File: config.mk
export PLATFORM = sky130hd
export DESIGN_NAME = bcdTimeKeeper
export DESIGN_NICKNAME = d
export VERILOG_FILES = /design/src/rtl/tkPkg.sv /design/src/rtl/tkControl.sv /design/src/rtl/tkDatapath.sv /design/src/rtl/bcdTimeKeeper.sv
export SDC_FILE = /design/constraint.sdc
export NUM_CORES = 1
export LEC_CHECK = 0
export ABC_CLOCK_PERIOD_IN_PS = 3300
export BUFFER_PORTS_ARGS = -buffer_cell sky130_fd_sc_hd__buf_2
export CORE_AREA = 5 5 135 137
export DETAILED_ROUTE_END_ITERATION = 10
export DIE_AREA = 0 0 140 142
export GPL_ROUTABILITY_DRIVEN = 0
export PLACE_DENSITY_LB_ADDON = 0.15
export RECOVER_POWER = 100
export SYNTH_ARGS = -nofsm -noshare
export SYNTH_HDL_FRONTEND = slang
export SYNTH_HIERARCHICAL = 1
export SYNTH_SLANG_ARGS = --single-unit
export TNS_END_PERCENT = 100
File: constraint.sdc
create_clock -name clk -period 3.3 [get_ports clk]
set_input_delay 0.33 -clock clk [delete_from_list [all_inputs] [get_ports clk]]
set_output_delay 0.33 -clock clk [all_outputs]
set_load 0.01 [all_outputs]
File: src/rtl/tkPkg.sv
package tkPkg;
  localparam int NUM_FIELDS = 7;
  localparam int FIELD_AW   = 3;

  localparam int IDX_SEC  = 0;
  localparam int IDX_MIN  = 1;
  localparam int IDX_HOUR = 2;
  localparam int IDX_DOW  = 3;
  localparam int IDX_DATE = 4;
  localparam int IDX_MON  = 5;
  localparam int IDX_YEAR = 6;

  typedef struct packed {
    logic                  tick;
    logic [NUM_FIELDS-1:0] wrSel;
  } tkStrobe_t;

  function automatic logic [7:0] bcdInc(input logic [7:0] v);
    if (v[3:0] == 4'd9) return {v[7:4] + 4'd1, 4'd0};
    else                return {v[7:4], v[3:0] + 4'd1};
  endfunction

  function automatic logic [7:0] fieldMask(input int idx);
    case (idx)
      IDX_DOW:  return 8'h07;
      IDX_DATE: return 8'h3F;
      IDX_MON:  return 8'h1F;
      IDX_YEAR: return 8'hFF;
      default:  return 8'h7F;
    endcase
  endfunction

  function automatic logic [7:0] resetValue(input int idx);
    case (idx)
      IDX_DOW, IDX_DATE, IDX_MON: return 8'h01;
      default:                    return 8'h00;
    endcase
  endfunction
endpackage

File: src/rtl/tkControl.sv
module tkControl
  import tkPkg::*;
#(
  parameter int PRESCALE_DIV = 32768
) (
  input  logic                clk,
  input  logic                rstN,
  input  logic                refEn,
  input  logic                wrEn,
  input  logic [FIELD_AW-1:0] wrAddr,
  output tkStrobe_t           strobe
);
  localparam int CNT_W = (PRESCALE_DIV > 1) ? $clog2(PRESCALE_DIV) : 1;
  localparam logic [CNT_W-1:0] CNT_LAST = CNT_W'(PRESCALE_DIV - 1);

  logic [CNT_W-1:0]      preCnt;
  logic [NUM_FIELDS-1:0] wrSel;
  logic                  anyWr;
  logic                  wouldTick;

  for (genvar i = 0; i < NUM_FIELDS; i++) begin : g_dec
    assign wrSel[i] = wrEn && (wrAddr == FIELD_AW'(i));
  end

  assign anyWr     = |wrSel;
  assign wouldTick = refEn && (preCnt == CNT_LAST);

  always_ff @(posedge clk) begin
    if (!rstN)          preCnt <= '0;
    else if (anyWr)     preCnt <= '0;
    else if (wouldTick) preCnt <= '0;
    else if (refEn)     preCnt <= preCnt + CNT_W'(1);
  end

  assign strobe.tick  = wouldTick && !anyWr;
  assign strobe.wrSel = wrSel;

  a_r2_tick_needs_ref: assert property (@(posedge clk) disable iff (!rstN)
    strobe.tick |-> refEn);

  a_r10_write_kills_tick: assert property (@(posedge clk) disable iff (!rstN)
    wrSel != '0 |-> !strobe.tick);

  if (PRESCALE_DIV >= 2) begin : g_restart
    a_r10_write_restarts: assert property (@(posedge clk) disable iff (!rstN)
      anyWr |=> !strobe.tick);
  end
endmodule

File: src/rtl/tkDatapath.sv
module tkDatapath
  import tkPkg::*;
(
  input  logic                clk,
  input  logic                rstN,
  input  tkStrobe_t           strobe,
  input  logic [7:0]          wrData,
  input  logic [FIELD_AW-1:0] rdAddr,
  output logic [7:0]          rdData
);
  logic [7:0] fieldR   [NUM_FIELDS];
  logic [7:0] tickNext [NUM_FIELDS];

  logic [7:0] secR, minR, hourR, dowR, dateR, monR, yearR;
  assign secR  = fieldR[IDX_SEC];
  assign minR  = fieldR[IDX_MIN];
  assign hourR = fieldR[IDX_HOUR];
  assign dowR  = fieldR[IDX_DOW];
  assign dateR = fieldR[IDX_DATE];
  assign monR  = fieldR[IDX_MON];
  assign yearR = fieldR[IDX_YEAR];

  logic       minStep, hourStep, dayStep, monStep, yearStep;
  logic       hourCarry, isLeap;
  logic [4:0] leapSum;
  logic [7:0] lastDay, hourNext;

  // leap when (10*tens + units) mod 4 == 0, i.e. (units + 2*tens[0]) mod 4 == 0
  assign leapSum = {1'b0, yearR[3:0]} + {3'b000, yearR[4], 1'b0};
  assign isLeap  = (leapSum[1:0] == 2'b00);

  always_comb begin
    if (monR == 8'h02)
      lastDay = isLeap ? 8'h29 : 8'h28;
    else if (monR == 8'h04 || monR == 8'h06 || monR == 8'h09 || monR == 8'h11)
      lastDay = 8'h30;
    else
      lastDay = 8'h31;
  end

  always_comb begin
    hourCarry = 1'b0;
    if (hourR[6]) begin
      if (hourR[4:0] == 5'h11) begin
        hourNext  = {2'b01, ~hourR[5], 5'h12};
        hourCarry = hourR[5];
      end else if (hourR[4:0] == 5'h12) begin
        hourNext = {2'b01, hourR[5], 5'h01};
      end else begin
        hourNext = {2'b01, hourR[5], 5'(bcdInc({3'b000, hourR[4:0]}))};
      end
    end else begin
      if (hourR[5:0] == 6'h23) begin
        hourNext  = 8'h00;
        hourCarry = 1'b1;
      end else begin
        hourNext = bcdInc({2'b00, hourR[5:0]});
      end
    end
  end

  assign minStep  = (secR == 8'h59);
  assign hourStep = minStep && (minR == 8'h59);
  assign dayStep  = hourStep && hourCarry;
  assign monStep  = dayStep && (dateR == lastDay);
  assign yearStep = monStep && (monR == 8'h12);

  always_comb begin
    tickNext[IDX_SEC]  = minStep ? 8'h00 : bcdInc(secR);
    tickNext[IDX_MIN]  = !minStep ? minR : (hourStep ? 8'h00 : bcdInc(minR));
    tickNext[IDX_HOUR] = hourStep ? hourNext : hourR;
    tickNext[IDX_DOW]  = !dayStep ? dowR : ((dowR == 8'h07) ? 8'h01 : bcdInc(dowR));
    tickNext[IDX_DATE] = !dayStep ? dateR : (monStep ? 8'h01 : bcdInc(dateR));
    tickNext[IDX_MON]  = !monStep ? monR : (yearStep ? 8'h01 : bcdInc(monR));
    tickNext[IDX_YEAR] = !yearStep ? yearR : ((yearR == 8'h99) ? 8'h00 : bcdInc(yearR));
  end

  for (genvar i = 0; i < NUM_FIELDS; i++) begin : g_field
    always_ff @(posedge clk) begin
      if (!rstN)                fieldR[i] <= resetValue(i);
      else if (strobe.wrSel[i]) fieldR[i] <= wrData & fieldMask(i);
      else if (strobe.tick)     fieldR[i] <= tickNext[i];
    end
  end

  always_comb begin
    rdData = 8'h00;
    for (int i = 0; i < NUM_FIELDS; i++)
      if (rdAddr == FIELD_AW'(i)) rdData = fieldR[i];
  end

  a_r3_sec_legal: assert property (@(posedge clk) disable iff (!rstN)
    secR[3:0] <= 4'd9 && secR <= 8'h59);

  a_r3_sec_wraps: assert property (@(posedge clk) disable iff (!rstN)
    (strobe.tick && secR == 8'h59) |=> secR == 8'h00);

  a_r4_hour24_legal: assert property (@(posedge clk) disable iff (!rstN)
    !hourR[6] |-> (hourR[5:0] <= 6'h23 && hourR[3:0] <= 4'd9));

  a_r5_hour12_legal: assert property (@(posedge clk) disable iff (!rstN)
    hourR[6] |-> (hourR[4:0] != 5'h00 && hourR[4:0] <= 5'h12));

  a_r6_dow_legal: assert property (@(posedge clk) disable iff (!rstN)
    dowR != 8'h00 && dowR <= 8'h07);

  a_r8_feb_end: assert property (@(posedge clk) disable iff (!rstN)
    (monR == 8'h02 && dateR == 8'h29 && strobe.tick && dayStep) |=> dateR == 8'h01);

  a_r10_idle_holds: assert property (@(posedge clk) disable iff (!rstN)
    (!strobe.tick && strobe.wrSel == '0) |=> $stable(secR) && $stable(dateR));
endmodule

File: src/rtl/bcdTimeKeeper.sv
module bcdTimeKeeper
  import tkPkg::*;
#(
  parameter int PRESCALE_DIV = 32768
) (
  input  logic       clk,
  input  logic       rstN,
  input  logic       refEn,
  input  logic       wrEn,
  input  logic [2:0] wrAddr,
  input  logic [7:0] wrData,
  input  logic [2:0] rdAddr,
  output logic [7:0] rdData
);
  tkStrobe_t strobe;

  tkControl #(.PRESCALE_DIV(PRESCALE_DIV)) u_ctrl (
    .clk    (clk),
    .rstN   (rstN),
    .refEn  (refEn),
    .wrEn   (wrEn),
    .wrAddr (wrAddr),
    .strobe (strobe)
  );

  tkDatapath u_dp (
    .clk    (clk),
    .rstN   (rstN),
    .strobe (strobe),
    .wrData (wrData),
    .rdAddr (rdAddr),
    .rdData (rdData)
  );
endmodule

# Word-level counts from Yosys, hierarchy flattened
# Memory sizes are Yosys's and may differ from the RTL's.
# Cells that the tools add are included.
[op_classes]
n_mux = 95
add_sub_neg = 17
eq_ne = 34
reduce_logical = 22
n_bitwise = 16
[ops]
columns = ["op", "count"]
rows = [
  ["$mux W8", 42],
  ["$add A4 B1 Y4 const B", 13],
  ["$mux W1", 49],
  ["$eq A4 B4 Y1 const B", 7],
  ["$eq A8 B3 Y1 const B", 3],
  ["$eq A3 B3 Y1 const B", 6],
  ["$eq A8 B5 Y1 const B", 2],
  ["$eq A8 B7 Y1 const B", 2],
  ["$add A15 B1 Y15 const B", 1],
  ["$eq A15 B15 Y1 const B", 1],
  ["$or A1 B1 Y1", 14],
  ["$logic_and A1 B1 Y1", 13],
  ["$eq A3 B2 Y1 const B", 4],
  ["$eq A5 B5 Y1 const B", 2],
  ["$mux W5", 2],
  ["$reduce_or A9 Y1", 1],
  ["$eq A8 B2 Y1 const B", 1],
  ["$eq A8 B4 Y1 const B", 1],
  ["$eq A8 B8 Y1", 1],
  ["$eq A8 B8 Y1 const B", 1],
  ["$mux W7", 1],
  ["$reduce_or A7 Y1", 1],
  ["$eq A3 B1 Y1 const B", 2],
  ["$eq A6 B6 Y1 const B", 1],
  ["9 further kinds", 13],
]
[word_totals]
out_inout_bits = 8
mem_bits_rw = 56
wordCells = 186
input_bits = 18
mem_count = 1
ff_bits = 15
[mem_list]
columns = ["name", "depth", "word_bits", "rd", "rd_clocked_by_memory_dff", "wr", "line", "rtl"]
rows = [
  ["u_dp.fieldR", 7, 8, 7, 0, 7, "tkDatapath.sv:11", "logic [7:0] fieldR [NUM_FIELDS];"],
]

# Longest topological paths before layout
# An unclocked memory read counts as a cell.
[depth]
depth_word = 13
depth_mapped = 10
ltp_nobuf = 10

# Modules after synthesis
# Netlist, hierarchy kept.
[by_module_without_submodules]
columns = ["mod", "seq_area_each_um2", "cells_each", "instances", "area_each_um2"]
rows = [
  ["tkDatapath", 1651.6, 451, 1, 4185.3],
  ["tkControl", 300.3, 91, 1, 765.7],
]

# Worst setup path before layout
# OpenSTA, ideal clock, no wires.
[synth_path]
path_type = "reg-to-reg"
from = "register u_ctrl.preCnt[0]"
to = "memory u_dp.fieldR[3][4] (enable)"
setup_ns = 0.311
path_stages_with_launch = 8
t_arrival_ns = 2.433
t_required_ns = 2.989
path_buffers = 0
slack_ns = 0.556
synth_period_minus_slack_ns = 2.744
cell_sequence = "dfxtp_1 ha_1 nand4_1 or4_4 a21oi_1 nand2_1 nor3_1 a21boi_0"
[synth_rtl]
columns = ["element", "line", "rtl"]
rows = [
  ["start: declaration", "tkControl.sv:16", "logic [CNT_W-1:0] preCnt;"],
  ["start signal: assignment", "tkControl.sv:32", "else if (refEn) preCnt <= preCnt + CNT_W'(1);"],
  ["end: declaration", "tkDatapath.sv:11", ""],
]

==> impl_metrics.toml <==
[sta]
slew_headroom_pct = 14.8
post-route-period-util_pct = 90.3
setup_slack_ns = 0.321
fmaxAchievable_mhz = 336
period_minus_slack_ns = 2.98
setup_viol = 0
setup-tns-final_ns = 0
hold_violations = 0
drv_slew = 0
worst_pin_slew_ns = 1.28
rsz0062_at_grt = "no"
skew_ns = 0.00694

[logic_synthesis]
syn_inst = 542
synth_seq_area_share_pct = 39.4
synth_top_family_by_area = "simple AND/OR/NAND/NOR gates"
synthMuxAreaShare_pct = 5.64
synth-simple-area-share_pct = 24.2
avgSynthCellArea_um2 = 9.13
yosys_warnings = 6
synthAdderAreaFrac_pct = 4.80
ys_ff_latch = 70
synth_compound_area_share_pct = 14.5
async_flop_share_pct = 0
synth_ff_type = "edfxtp_1"
synthXorXnorAreaFrac_pct = 6.90
yosysUniqueCellTypes = 58
syn_nets = 579
synth_edf_count = 55
syn_area_mm2 = 0.00495

[clock_tree]
cts_buffer_depth = 2
clk-insertion-delay-late_ns = 0.34
post_cts_buffers = 0
cts.sinks = 70
cts_tree = "built"
root_buffer = "clkbuf_16"
clkTransAtPathRegs_ns = 0.06
htreeDepth = 3
cts_resized = 0
cts_hold_buf = 0
cts_buffers = 9

[drt]
drt-total-wl_um = 14600
avgRoutedWirePerCell_um = 18.5
drt_iter0_drc = 305
ant_nets = 0
via_per_inst = 5.32
num_vias = 4190
drc_errors = 0
drt-pass1-iter-count = 7

[power_and_ir_drop]
ir_drop_uv = 218
cellLeakagePower_uw = 0.00194
total_power_uw = 2330
power_density_mw_per_mm2 = 421

[final_layout]
nets = 595
drive_gt1_share_pct = 9.41
n_fill_cell = 1814
final_util_pct = 32.7
fin_cells = 788
diodes = 0
areaGrowthSynthToFinish_pct = 11.9

[worst_setup_path]
timing.rr.end = "u_dp/fieldR[3][4]"
required_ns = 3.28
worstSetupPathType = "reg2reg"
endpoint_kind = "register"
reg2reg_depth = 9
cp-start-kind = "register"
critPathSlowestCell = "or4_1"
r2r-start = "u_ctrl/preCnt[0]"
worst_ep_arrival_time_ns = 2.96
crit_fanout = 6
critPathMaxStageDelay_ns = 0.57
crit_chain = "ha_1 -> nand4_1 -> or4_1 -> a21oi_1 -> buf_4 -> nand2_1 -> nor2_1 -> or3b_2 -> a21boi_0"
reg2reg_slack_ns = 0.32

[die]
die_height_um = 142
start_util_pct = 29.2
rows = 48
core_mm2 = 0.0169
die-area_mm2 = 0.0199
die_w_um = 140
num_io_pins = 26

[job]
maxCapViolations = 0

[placed_design]
place_inst = 772
dp_hpwl_um = 10900
place_ws_ns = 0.300
port_buffers = 25

[hold_path]
whs_path_depth = 3
hold_start = "wrData[7]"
holdPathEnd = "u_dp/fieldR[6][7]"
hold_path_class = "in2reg"

[global_route]
grt_use_total_pct = 14.9
grt_pass1_wl_um = 22700
antenna_found_initial = 0
grt_max_degree = 29
grt_pass1_vias = 3929
globalRoute.totalOverflow = 0

[outcome]
status = "complete, no violations"
-- cells by family (layout without fill, tap and decap cells) --
kind of cell / after synthesis / after routing
fa+ha+maj: 19 / 19
flops: 70 / 70
simple gates: 231 / 231
buf+inv: 51 / 72
compound gates: 112 / 112
mux: 20 / 20
xor+xnor: 39 / 39
-- report_power, final --
| part | leakage (µW) | internal, µW | switching [µW] |
|---|---|---|---|
| clock | 0.000146 | 561 | 401 |
| combinational | 0.00113 | 120 | 168 |
| sequential | 0.000657 | 999 | 81.1 |
-- how the worst max path moves through the flow --
stage / from / end / slack [ns] / cells past startpoint
2_1_floorplan: u_ctrl/preCnt[0] / u_dp/fieldR[3][4] / 0.56 / 7
3_3_place_gp: u_ctrl/preCnt[0] / u_dp/fieldR[3][7] / 0.38 / 9
3_5_place_dp: u_ctrl/preCnt[0] / u_dp/fieldR[3][7] / 0.30 / 9
4_1_cts: u_ctrl/preCnt[0] / u_dp/fieldR[3][4] / 0.29 / 9
5_1_grt: u_ctrl/preCnt[0] / u_dp/fieldR[3][6] / 0.04 / 9
6_report: u_ctrl/preCnt[0] / u_dp/fieldR[3][4] / 0.32 / 9
-- cells in the mapped netlist, types with 2 or more instances --
master	n	share of area (%)
o22ai_1	5	0.63
nor3_1	9	0.91
a22o_1	7	1.2
or2_2	2	0.25
or4_1	2	0.30
and3_1	6	0.76
and2_1	3	0.38
nor4_1	8	1.0
and3b_1	2	0.35
dfxtp_1	15	6.1
buf_1	2	0.15
or3b_2	3	0.53
nand3_1	34	3.4
a21o_1	4	0.61
a21oi_1	17	1.7
or3_1	3	0.38
nor4bb_1	3	0.61
nand2_1	50	3.8
a221oi_1	2	0.35
nor2b_1	20	2.5
mux2i_1	11	2.2
a32o_1	2	0.40
mux2_2	3	0.68
mux4_2	6	2.7
nand3b_1	4	0.61
clkbuf_1	20	1.5
nand4_1	6	0.76
nor2_1	59	4.5
nand2b_1	7	0.88
xnor2_1	24	4.2
edfxtp_1	55	33
ha_1	19	4.8
o21ai_0	40	4.0
a22oi_1	11	1.7
o211ai_1	3	0.45
nor3b_1	3	0.45
xor2_1	15	2.7
buf_6	4	0.91
nand4bb_1	2	0.45
inv_1	23	1.7
a31oi_1	4	0.51
o31ai_1	8	1.2
-- cells in the final DEF, fill, tap and decap left out, types with 4 or more instances in the layout --
master and instances:
a21o_1 4, a21oi_1 17, a22o_1 7, a22oi_1 11, a31oi_1 4, and3_1 6, buf_2 17, buf_4 6
clkbuf_1 10, clkbuf_16 10, dfxtp_1 15, edfxtp_1 55, ha_1 19, inv_1 23, mux2i_1 11, mux4_2 6
nand2_1 50, nand2b_1 7, nand3_1 35, nand3b_1 4, nand4_1 6, nor2_1 59, nor2b_1 20, nor3_1 9
nor4_1 8, o21ai_0 40, o22ai_1 5, o31ai_1 8, xnor2_1 24, xor2_1 15
-- flip-flops by register name, summed over array words and instances (netlist names) --
register / count
u_dp/fieldR: 55
u_ctrl/preCnt: 15
-- through the flow --
stage / hold slack, ns / instance area, µm²
global route: 0.272 / 5540
floorplan: 0.476 / 4950
CTS: 0.267 / 5570
finish: 0.274 / 5540
global placement: 0.512 / 5280
detailed placement: 0.519 / 5280
-- worst max-delay path: cells and delay by family, from the launching register on --
kind                       cells  cell delay (ns)
buffers and inverters          1             0.15
DFF                            1             0.38
adders and majority gates      1             0.23
AOI/OAI and AO/OA              2             0.67
and+or+nand+nor                5             1.18
-- final cells by class --
| type | count | area, µm² | share of cell area (%) |
|---|---|---|---|
| clock buffers | 11 | 254 | 4.59 |
| well taps | 225 | 282 | 5.08 |
| repair buffers | 33 | 169 | 3.05 |
| multi-input cells | 421 | 2760 | 49.8 |
| clock inverters | 5 | 38.8 | 0.700 |
| flip-flops and latches | 70 | 1950 | 35.2 |
| inverters | 23 | 86.3 | 1.56 |
-- layer usage --
metal,track usage [%],up-vias,share of wire [%]
met5,0,-,0
met1,21.0,2032,48
met2,23.3,123,46
met3,2.92,18,4.9
met4,4.44,0,1.6
li1,-,2017,-
Power figures use the tool's default switching activity.
